<file path="src/rtl/phy_cr_pkg.sv">
// Package: shared command codes and strobe-field encodings for the PHY
// control-register handshake master. Assumes a 4-bit strobe field placed
// directly above the data field of the control word.
package phy_cr_pkg;

    typedef enum logic [1:0] {
        OP_ADDR  = 2'd0,
        OP_WRITE = 2'd1,
        OP_READ  = 2'd2,
        OP_NONE  = 2'd3
    } op_e;

    typedef enum logic [1:0] {
        PH_CAP_ADDR,
        PH_CAP_DATA,
        PH_COMMIT,
        PH_READ
    } phase_e;

    localparam int STB_W = 4;
    localparam logic [STB_W-1:0] STB_CAP_ADDR = 4'b0001;
    localparam logic [STB_W-1:0] STB_CAP_DATA = 4'b0010;
    localparam logic [STB_W-1:0] STB_COMMIT   = 4'b0100;
    localparam logic [STB_W-1:0] STB_READ     = 4'b1000;

endpackage

</file>
<file path="src/rtl/phy_cr_poll_timer.sv">
// Module: poll pacing for acknowledge waits. While active, it raises poll on
// the first cycle and then every TICKS cycles. It counts re-polls up to
// MAX_REPOLLS and flags the last one. restart or inactivity rewinds both
// counters. Assumes TICKS >= 1.
module phy_cr_poll_timer #(
    parameter int TICKS       = 4,
    parameter int MAX_REPOLLS = 100
) (
    input  logic clk,
    input  logic rst_n,
    input  logic active,
    input  logic restart,
    output logic poll,
    output logic last_poll
);
    localparam int TW = (TICKS > 1) ? $clog2(TICKS) : 1;
    localparam int PW = $clog2(MAX_REPOLLS + 1);

    logic [TW-1:0] tick_cnt;
    logic [PW-1:0] poll_cnt;

    // Advance the tick counter and the re-poll index.
    always_ff @(posedge clk) begin
        if (!rst_n || !active || restart) begin
            tick_cnt <= '0;
            poll_cnt <= '0;
        end else if (tick_cnt == TW'(TICKS - 1)) begin
            tick_cnt <= '0;
            if (poll_cnt != PW'(MAX_REPOLLS)) poll_cnt <= poll_cnt + 1'b1;
        end else begin
            tick_cnt <= tick_cnt + 1'b1;
        end
    end

    // A poll is due when the tick counter sits at zero.
    always_comb begin
        poll      = active && (tick_cnt == '0);
        last_poll = (poll_cnt == PW'(MAX_REPOLLS));
    end
endmodule

</file>
<file path="src/rtl/phy_cr_handshake_fsm.sv">
// Module: sequences the strobe phases of one command (address, write, read).
// It drives the control word and reports done, err and rd_data. Assumes that
// poll/last_poll come from phy_cr_poll_timer and that ack is a level from the PHY.
module phy_cr_handshake_fsm
    import phy_cr_pkg::*;
#(
    parameter int DATA_W = 16
) (
    input  logic                    clk,
    input  logic                    rst_n,
    input  logic                    cmd_valid,
    input  logic [1:0]              cmd_op,
    input  logic [DATA_W-1:0]       cmd_data,
    input  logic                    ack,
    input  logic [DATA_W-1:0]       stat_data,
    input  logic                    poll,
    input  logic                    last_poll,
    output logic                    waiting,
    output logic                    advance,
    output logic [DATA_W+STB_W-1:0] ctl,
    output logic                    done,
    output logic                    err,
    output logic [DATA_W-1:0]       rd_data
);
    typedef enum logic [1:0] {ST_IDLE, ST_WAIT_HI, ST_WAIT_LO} state_e;

    state_e state;
    phase_e phase;
    op_e    op_in;

    // Decode the command code and the step conditions.
    always_comb begin
        op_in   = op_e'(cmd_op);
        waiting = (state != ST_IDLE);
        advance = poll && (((state == ST_WAIT_HI) && ack) ||
                           ((state == ST_WAIT_LO) && !ack));
    end

    // Phase sequencer: accept, wait for ack high, wait for ack low, finish.
    always_ff @(posedge clk) begin
        if (!rst_n) begin
            state   <= ST_IDLE;
            phase   <= PH_CAP_ADDR;
            ctl     <= '0;
            done    <= 1'b0;
            err     <= 1'b0;
            rd_data <= '0;
        end else begin
            done <= 1'b0;
            err  <= 1'b0;
            case (state)
                ST_IDLE: begin
                    if (cmd_valid && op_in != OP_NONE) begin
                        state <= ST_WAIT_HI;
                        case (op_in)
                            OP_ADDR: begin
                                phase <= PH_CAP_ADDR;
                                ctl   <= {STB_CAP_ADDR, cmd_data};
                            end
                            OP_WRITE: begin
                                phase <= PH_CAP_DATA;
                                ctl   <= {STB_CAP_DATA, cmd_data};
                            end
                            default: begin
                                phase <= PH_READ;
                                ctl   <= {STB_READ, {DATA_W{1'b0}}};
                            end
                        endcase
                    end
                end
                ST_WAIT_HI: begin
                    if (advance) begin
                        if (phase == PH_READ) rd_data <= stat_data;
                        ctl[DATA_W+STB_W-1:DATA_W] <= '0;
                        state <= ST_WAIT_LO;
                    end else if (poll && last_poll) begin
                        ctl   <= '0;
                        err   <= 1'b1;
                        state <= ST_IDLE;
                    end
                end
                ST_WAIT_LO: begin
                    if (advance) begin
                        if (phase == PH_CAP_DATA) begin
                            ctl[DATA_W+STB_W-1:DATA_W] <= STB_COMMIT;
                            phase <= PH_COMMIT;
                            state <= ST_WAIT_HI;
                        end else begin
                            if (phase != PH_CAP_ADDR) ctl <= '0;
                            done  <= 1'b1;
                            state <= ST_IDLE;
                        end
                    end else if (poll && last_poll) begin
                        ctl   <= '0;
                        err   <= 1'b1;
                        state <= ST_IDLE;
                    end
                end
                default: state <= ST_IDLE;
            endcase
        end
    end
endmodule

</file>
<file path="src/rtl/phy_cr_master.sv">
// Module: top of the PHY control-register handshake master. It connects the
// phase sequencer to the poll timer. Assumes ACK_POS > DATA_W, so the status
// bits between the data field and the acknowledge are unused.
module phy_cr_master
    import phy_cr_pkg::*;
#(
    parameter int DATA_W      = 16,
    parameter int ACK_POS     = 18,
    parameter int TICKS       = 4,
    parameter int MAX_REPOLLS = 100
) (
    input  logic                    clk,
    input  logic                    rst_n,
    input  logic                    cmd_valid,
    input  logic [1:0]              cmd_op,
    input  logic [DATA_W-1:0]       cmd_data,
    input  logic [ACK_POS:0]        phy_status,
    output logic [DATA_W+STB_W-1:0] phy_ctrl,
    output logic                    busy,
    output logic                    done,
    output logic                    err,
    output logic [DATA_W-1:0]       rd_data
);
    logic poll, last_poll, waiting, advance;
    logic unused_stat_bits;

    // Status bits between data and acknowledge carry nothing for this block.
    assign unused_stat_bits = ^phy_status[ACK_POS-1:DATA_W];
    assign busy = waiting;

    phy_cr_poll_timer #(
        .TICKS(TICKS),
        .MAX_REPOLLS(MAX_REPOLLS)
    ) u_timer (
        .clk(clk),
        .rst_n(rst_n),
        .active(waiting),
        .restart(advance),
        .poll(poll),
        .last_poll(last_poll)
    );

    phy_cr_handshake_fsm #(
        .DATA_W(DATA_W)
    ) u_fsm (
        .clk(clk),
        .rst_n(rst_n),
        .cmd_valid(cmd_valid),
        .cmd_op(cmd_op),
        .cmd_data(cmd_data),
        .ack(phy_status[ACK_POS]),
        .stat_data(phy_status[DATA_W-1:0]),
        .poll(poll),
        .last_poll(last_poll),
        .waiting(waiting),
        .advance(advance),
        .ctl(phy_ctrl),
        .done(done),
        .err(err),
        .rd_data(rd_data)
    );
endmodule

</file>
<file path="config.mk">
export PLATFORM = sky130hd
export DESIGN_NAME = phy_cr_master
export DESIGN_NICKNAME = d
export VERILOG_FILES = /design/src/rtl/phy_cr_pkg.sv /design/src/rtl/phy_cr_poll_timer.sv /design/src/rtl/phy_cr_handshake_fsm.sv /design/src/rtl/phy_cr_master.sv
export SDC_FILE = /design/constraint.sdc
export NUM_CORES = 1
export LEC_CHECK = 0
export BUFFER_PORTS_ARGS = -buffer_cell sky130_fd_sc_hd__buf_4
export CAP_MARGIN = 20
export CORE_ASPECT_RATIO = 0.75
export CORE_UTILIZATION = 44
export CTS_CLUSTER_DIAMETER = 40
export DETAILED_ROUTE_END_ITERATION = 7
export GPL_ROUTABILITY_DRIVEN = 1
export GPL_TIMING_DRIVEN = 0
export HOLD_SLACK_MARGIN = 0.12
export PLACE_DENSITY = 0.76
export RECOVER_POWER = 50
export REMOVE_ABC_BUFFERS = 1
export SLEW_MARGIN = 20
export SYNTH_ARGS = -nofsm -noshare
export SYNTH_HDL_FRONTEND = slang
export SYNTH_SLANG_ARGS = --single-unit
</file>
<file path="constraint.sdc">
create_clock -name clk -period 1.9 [get_ports clk]
set_input_delay 0.19 -clock clk [delete_from_list [all_inputs] [get_ports clk]]
set_output_delay 0.19 -clock clk [all_outputs]
set_load 0.005 [all_outputs]
</file>
==> results of run 1 <==
[per-stage QoR]
step / setup TNS [ns] / utilization / hold WS, ns
final: 0 / 0.700 / 0.134
after global routing: -0.00400 / 0.700 / 0.142
after CTS: 0 / 0.690 / 0.125
after detailed placement: -11.29 / 0.598 / 0.403
after global placement: -9.12 / 0.598 / 0.401
after floorplan: 0 / - / 0.309
[sequential cells by signal, summed over array words and instances (netlist names)]
register / count
u_timer.tick_cnt: 2
u_fsm.err: 1
u_fsm.done: 1
u_fsm.state: 2
u_fsm.phase: 2
u_timer.poll_cnt: 7
u_fsm.ctl: 20
u_fsm.rd_data: 16
[cells by family (layout without fill, tap and decap cells)]
| group | Yosys count | count (layout) |
|---|---|---|
| simple gates | 82 | 82 |
| compound gates | 61 | 62 |
| flops | 51 | 51 |
| buf+inv | 21 | 119 |
| fa+ha+maj | 8 | 8 |
| xor+xnor | 6 | 6 |
| mux | 2 | 2 |
[layout by cell type, fill, tap and decap left out, types with 2 or more instances in the layout]
cell type / Yosys / routed
o21bai_1: 2 / 2
clkbuf_4: 0 / 36
dfxtp_4: 0 / 2
ha_4: 0 / 3
a211o_4: 0 / 2
a21oi_1: 5 / 4
a21boi_1: 3 / 3
nand3_1: 4 / 4
inv_1: 12 / 9
nand4_1: 4 / 4
a21oi_4: 1 / 2
nand2b_1: 2 / 2
dfxtp_1: 51 / 48
nor2_1: 11 / 11
ha_1: 8 / 5
o2bb2ai_4: 0 / 2
o22ai_1: 2 / 2
a22o_1: 16 / 16
nand2_1: 44 / 44
nor3_1: 3 / 3
clkbuf_8: 0 / 6
o21ai_0: 3 / 3
a21boi_0: 15 / 15
xor2_1: 3 / 3
dlygate4sd3_1: 0 / 20
buf_4: 3 / 40
xnor2_1: 3 / 3
inv_2: 0 / 3
[metal layers]
metal	routed length, um	vias to the layer above
met5	0	-
met4	89	0
met3	246	15
met2	2700	68
met1	2630	953
li1	-	1011
[timing repair]
item,4_1_cts,5_1_grt
cloned,1,0
setup endpoints to repair,35,37
endpoints found under the hold margin,20,0
pin swaps,3,0
hold buffers,20,0
setup buffers,3,0
gates resized for setup,17,10
[final cells by class]
class | count | share of cell area
Clock buffer | 6 | 0.0257
Clock inverter | 2 | 0.00506
Inverter | 12 | 0.0140
Multi-Input combinational cell | 160 | 0.365
Sequential cell | 51 | 0.320
Tap cell | 57 | 0.0222
Timing Repair Buffer | 99 | 0.248
[synth_stat cells (2+ instances only)]
cell / number / area, um2
a211o_1: 2 / 17.5
a21boi_0: 15 / 113
a21boi_1: 3 / 22.5
a21oi_1: 5 / 25.0
a22o_1: 16 / 140
buf_4: 3 / 22.5
clkbuf_1: 4 / 15.0
dfxtp_1: 51 / 1020
ha_1: 8 / 100
inv_1: 12 / 45.0
nand2_1: 44 / 165
nand2b_1: 2 / 12.5
nand3_1: 4 / 20.0
nand4_1: 4 / 25.0
nor2_1: 11 / 41.3
nor3_1: 3 / 15.0
o21ai_0: 3 / 15.0
o21bai_1: 2 / 15.0
o22ai_1: 2 / 12.5
xnor2_1: 3 / 26.3
xor2_1: 3 / 26.3
[worst max-delay path, cell delays in order (launching register included)]
cell and delay [ns]:
dfxtp_4 0.41, inv_2 0.08, ha_4 0.19, o21a_2 0.24
a211o_4 0.39, o2bb2ai_4 0.18, a22o_1 0.25
[power groups by stage]
stage | Sequential, mW | Clock (mW) | Combinational [mW]
2_1_floorplan | 1.20 | 0 | 0.287
3_3_place_gp | 1.20 | 0 | 0.499
3_5_place_dp | 1.20 | 0 | 0.505
4_1_cts | 1.18 | 0.676 | 0.648
5_1_grt | 1.20 | 0.724 | 0.768
6_report | 1.19 | 0.664 | 0.708
[path summary, 6_finish.rpt]
path / to / depth (start not counted) / slack (ns) / start
worst max-delay path: u_fsm.ctl[9] / 6 / 0.05 / u_fsm.state[0]
worst min-delay path: u_fsm.rd_data[10] / 3 / 0.13 / phy_status[10]
worst max register to register: u_fsm.ctl[9] / 6 / 0.05 / u_fsm.state[0]
worst min register to register: u_timer.tick_cnt[0] / 1 / 0.44 / u_timer.tick_cnt[0]
==> impl_metrics.csv, run 1 <==
group,metric,value,unit
outcome,status,"finished clean",
logic_synthesis,post_synth.cell_area_avg,9.37,um2
logic_synthesis,synth_compound_area_frac,0.223,
floorplanning,core_area,4600,um2
finish,design_area,3220,um2
place,place_inst,355,
finish,nets,377,
power,p_leak,1.31,nW
logic_synthesis,synth_mux_area_frac,0.00983,
global_routing,gr-usage-met1,0.289,
logic_synthesis,ys_ff_latch,51,
sta,finalCritPeriodShare,0.976,
finish,antenna_cells,0,
place,dp_hpwl,3.26,mm
sta,fin_ws,0.0451,ns
power,netSwitchingFraction,0.305,
logic_synthesis,synthesis.area,2160,um2
logic_synthesis,synth_cell_types,52,
global_routing,grt.met2_usage,0.353,
drt,via_count,2047,
finish,fin_cells,387,
sta,clock_skew,0.0140,ns
setup_path,end_kind,"register",
floorplanning,die_w,83.0,um
place,dp_slack,-0.405,ns
drt,dr.pass1.iters,5,
sta,slew_headroom,0.761,
global_routing,grt_pass1_vias,1923,
floorplanning,io_pins,79,
setup_path,critPathLaunchType,"register",
cts,cts_tree,"yes",
global_routing,grt-busiest-layer,"met2",
power,ir_drop,410,uV
sta,fin_crit,1.85,ns
finish,synthToLayoutAreaGrowth,48.7,%
cts,numCtsBuffers,5,
global_routing,grt_pass1_wl,9.20,mm
sta,setup_viol,0,
sta,max_freq,539,MHz
cts,clock-sinks,51,
job,cap_violations,0,
cts,cts_root_buf,"clkbuf_8",
logic_synthesis,syn_inst,231,
drt,wire_per_inst,14.6,um
power,comb_power_share,0.276,
drt,vias_per_cell,5.29,
logic_synthesis,synthXorXnorAreaFrac,0.0243,
logic_synthesis,synth-simple-area-share,0.179,
global_routing,gr-total-overflow,0,
global_routing,grt_antenna_before_repair,0,
drt,remaining_drc_errors,0,
setup_path,worst_ep_arrival_time,2.05,ns
drt,finalWirelength,5.67,mm
finish,multiInputGateArea,1170,um2
cts,cts.path.max_buffers,2,
finish,register_area,1030,um2
power,power,2.57,mW
setup_path,cp_max_fo,9,
logic_synthesis,yosys.area_share.adder,0.0463,
floorplanning,initial_core_util,0.470,
sta,finalHoldViolations,0,
drt,drtAntennaViolNets,0,
power,seq_power_share,0.465,
logic_synthesis,synth_top_family_by_area,"compound AO/OA/AOI/OAI gates",
power,internal_power,1.78,mW
sta,tightest_slew,0.358,ns
floorplanning,dieArea,5200,um2
logic_synthesis,seq_area_frac_synth,0.472,
logic_synthesis,synth_edf_count,0,
place,gp_congestion,0.817,
logic_synthesis,async_flop_share,0,
cts,clk_pin_slew,0.10,ns
finish,drive_gt1_frac,0.330,
cts,cts.htree.levels,2,
power,power_frac_clock,0.259,
logic_synthesis,synthFlopType,"dfxtp_1",
sta,drv_slew,0,
global_routing,grt_util_met3,0.0396,
cts,insertion_delay,0.31,ns
finish,fillers,356,
place,placed_area,2750,um2
floorplanning,num_rows,21,
place,numPortBuffers,76,
min_path,hold_class,"in -> reg",
power,power_density,798,nW/um2
logic_synthesis,yosysWarnings,0,
setup_path,path_class,"reg -> reg",
global_routing,grt_max_degree,34,
global_routing,grt.total_usage,0.218,
floorplanning,fp.dieH,62.7,um
setup_path,cp.required,2.10,ns
drt,drt_iter0_drc,190,
power,p_sw,0.782,mW
Note: power is estimated with default switching activity, not from simulation.
==> run 2, diff against run 1 <==
--- a/config.mk
+++ b/config.mk
@@ -14,7 +14,7 @@
 export GPL_ROUTABILITY_DRIVEN = 1
 export GPL_TIMING_DRIVEN = 0
 export HOLD_SLACK_MARGIN = 0.12
-export PLACE_DENSITY = 0.76
+export PLACE_DENSITY_LB_ADDON = 0.05
 export RECOVER_POWER = 50
 export REMOVE_ABC_BUFFERS = 1
 export SLEW_MARGIN = 20
==> run 2 against run 1 <==
Against the previous run: global-route usage is 0.49 points lower; cell count increased by 1.6%; non-clock buffer count is 5 higher; critical endpoint is now u_fsm.ctl[16]; largest cell class unchanged.
==> impl_metrics.csv, run 2 (synthesized netlist as in run 1, its figures left out) <==
group,metric,value,unit
setup_path,reg2regPathDepth,7,
floorplanning,core_area,4600,um2
global_routing,grt_max_degree,34,
floorplanning,dieArea,5200,um2
floorplanning,num_rows,21,
global_routing,grt_pass1_wl,8.98,mm
sta,slew_headroom,0.764,
sta,rsz0062_at_grt,"yes",
cts,cts_tree,"yes",
setup_path,ff2ff_setup_slack,0.05,ns
power,netSwitchingFraction,0.300,
sta,drv_slew,0,
global_routing,grt_pass1_vias,1946,
setup_path,timing.rr.start,"u_fsm.state[0]",
sta,finalHoldViolations,0,
power,comb_power_share,0.284,
cts,numCtsBuffers,5,
sta,max_freq,541,MHz
power,ir_drop,502,uV
global_routing,gr-total-overflow,0,
floorplanning,fp.dieH,62.7,um
setup_path,cp.required,2.09,ns
sta,holdWs,0.131,ns
finish,final_common_cell,"dfxtp_1",
cts,cts.htree.levels,2,
setup_path,path_class,"reg -> reg",
drt,finalWirelength,5.53,mm
cts,clock-sinks,51,
sta,tightest_slew,0.353,ns
cts,clk_pin_slew,0.10,ns
finish,antenna_cells,0,
min_path,hold_class,"in -> reg",
sta,clock_skew,0.0110,ns
finish,layout_common_cells,"dfxtp_1, buf_4, nand2_1",
sta,setup_viol,0,
floorplanning,initial_core_util,0.470,
sta,finalCritPeriodShare,0.973,
drt,wire_per_inst,14.1,um
drt,via_count,2013,
drt,drt_iter0_drc,106,
drt,vias_per_cell,5.12,
power,internal_power,1.81,mW
finish,fillers,367,
drt,drtAntennaViolNets,0,
drt,dr.pass1.iters,4,
finish,synthToLayoutAreaGrowth,50.3,%
setup_path,cp_max_fo,9,
power,seq_power_share,0.459,
setup_path,crit_end,"u_fsm.ctl[16]",
finish,register_area,1030,um2
floorplanning,die_w,83.0,um
finish,multiInputGateArea,1180,um2
finish,reg_top3,"u_fsm.ctl x20, u_fsm.rd_data x16, u_timer.poll_cnt x7",
finish,drive_gt1_frac,0.333,
min_path,min_from,"phy_status[7]",
power,power_density,796,nW/um2
place,gp_congestion,0.793,
setup_path,critPathLaunchType,"register",
global_routing,grt.total_usage,0.213,
finish,largest_register,"u_fsm.ctl",
power,p_sw,0.776,mW
finish,design_area,3250,um2
cts,cts.path.max_buffers,2,
power,p_leak,1.33,nW
job,cap_violations,0,
setup_path,reg2reg_to,"u_fsm.ctl[16]",
floorplanning,io_pins,79,
setup_path,end_kind,"register",
drt,remaining_drc_errors,0,
setup_path,crit_start,"u_fsm.state[0]",
place,placed_area,2750,um2
outcome,status,"finished clean",
power,power_frac_clock,0.256,
place,numPortBuffers,76,
sta,fin_crit,1.85,ns
finish,largest_reg_flops,20,
cts,cts_root_buf,"clkbuf_8",
finish,nets,383,
setup_path,worst_ep_arrival_time,2.04,ns
place,dp_hpwl,3.38,mm
global_routing,grt_antenna_before_repair,0,
cts,insertion_delay,0.31,ns
==> run 2: how the worst min path moves through the flow <==
stage	endpoint	slack [ns]	depth (start not counted)
floorplan	u_fsm.ctl[16]	0.31	1
global placement	u_fsm.ctl[15]	0.40	2
detailed placement	u_fsm.ctl[2]	0.40	2
CTS	u_fsm.rd_data[7]	0.13	3
global route	u_fsm.rd_data[11]	0.14	3
finish	u_fsm.rd_data[7]	0.13	3
==> run 2: power by group through the flow <==
stage / Combinational (mW) / Clock (mW) / Sequential (mW)
finish: 0.736 / 0.663 / 1.19
global route: 0.793 / 0.730 / 1.20
CTS: 0.620 / 0.681 / 1.18
detailed placement: 0.510 / 0 / 1.20
global placement: 0.506 / 0 / 1.20
floorplan: 0.287 / 0 / 1.20
==> run 2: metal layers <==
layer	global-route usage	vias to the layer above	wire [um]
li1	-	1024	-
met1	0.278	925	2690
met2	0.336	51	2470
met3	0.0581	13	257
met4	0.0797	0	112
met5	0	-	0
==> run 2: what timing repair did <==
| action | CTS | global route |
|---|---|---|
| setup buffers | 2 | 6 |
| hold endpoints to repair | 20 | 0 |
| pin swaps | 1 | 14 |
| cloned | 1 | 1 |
| gates resized for setup | 13 | 13 |
| setup endpoints to repair | 35 | 32 |
| hold buffers | 20 | 0 |
==> run 2: cell type report <==
cell class	instances	area share
clock buffers	6	0.0254
repair buffers	104	0.255
well taps	57	0.0219
flip-flops and latches	51	0.316
clock inverters	2	0.00500
multi-input cells	161	0.362
inverters	12	0.0150
==> run 2: per-stage QoR <==
stage	total power, mW	worst slack [ns]	setup TNS (ns)	util	cells
floorplan	1.49	0.0856	0	-	222
global placement	1.71	-0.342	-10.35	0.598	355
detailed placement	1.71	-0.373	-10.71	0.598	355
CTS	2.48	-0.00306	-0.00926	0.682	386
global route	2.72	-0.0564	-0.791	0.707	393
finish	2.59	0.0518	0	0.707	393
==> run 2: critical path: stages (launching register included) <==
cell      delay (ns)
dfxtp_4         0.37
buf_4           0.14
ha_4            0.18
nand2b_1        0.17
and3_1          0.23
a211o_4         0.37
a21oi_2         0.17
o32ai_1         0.11
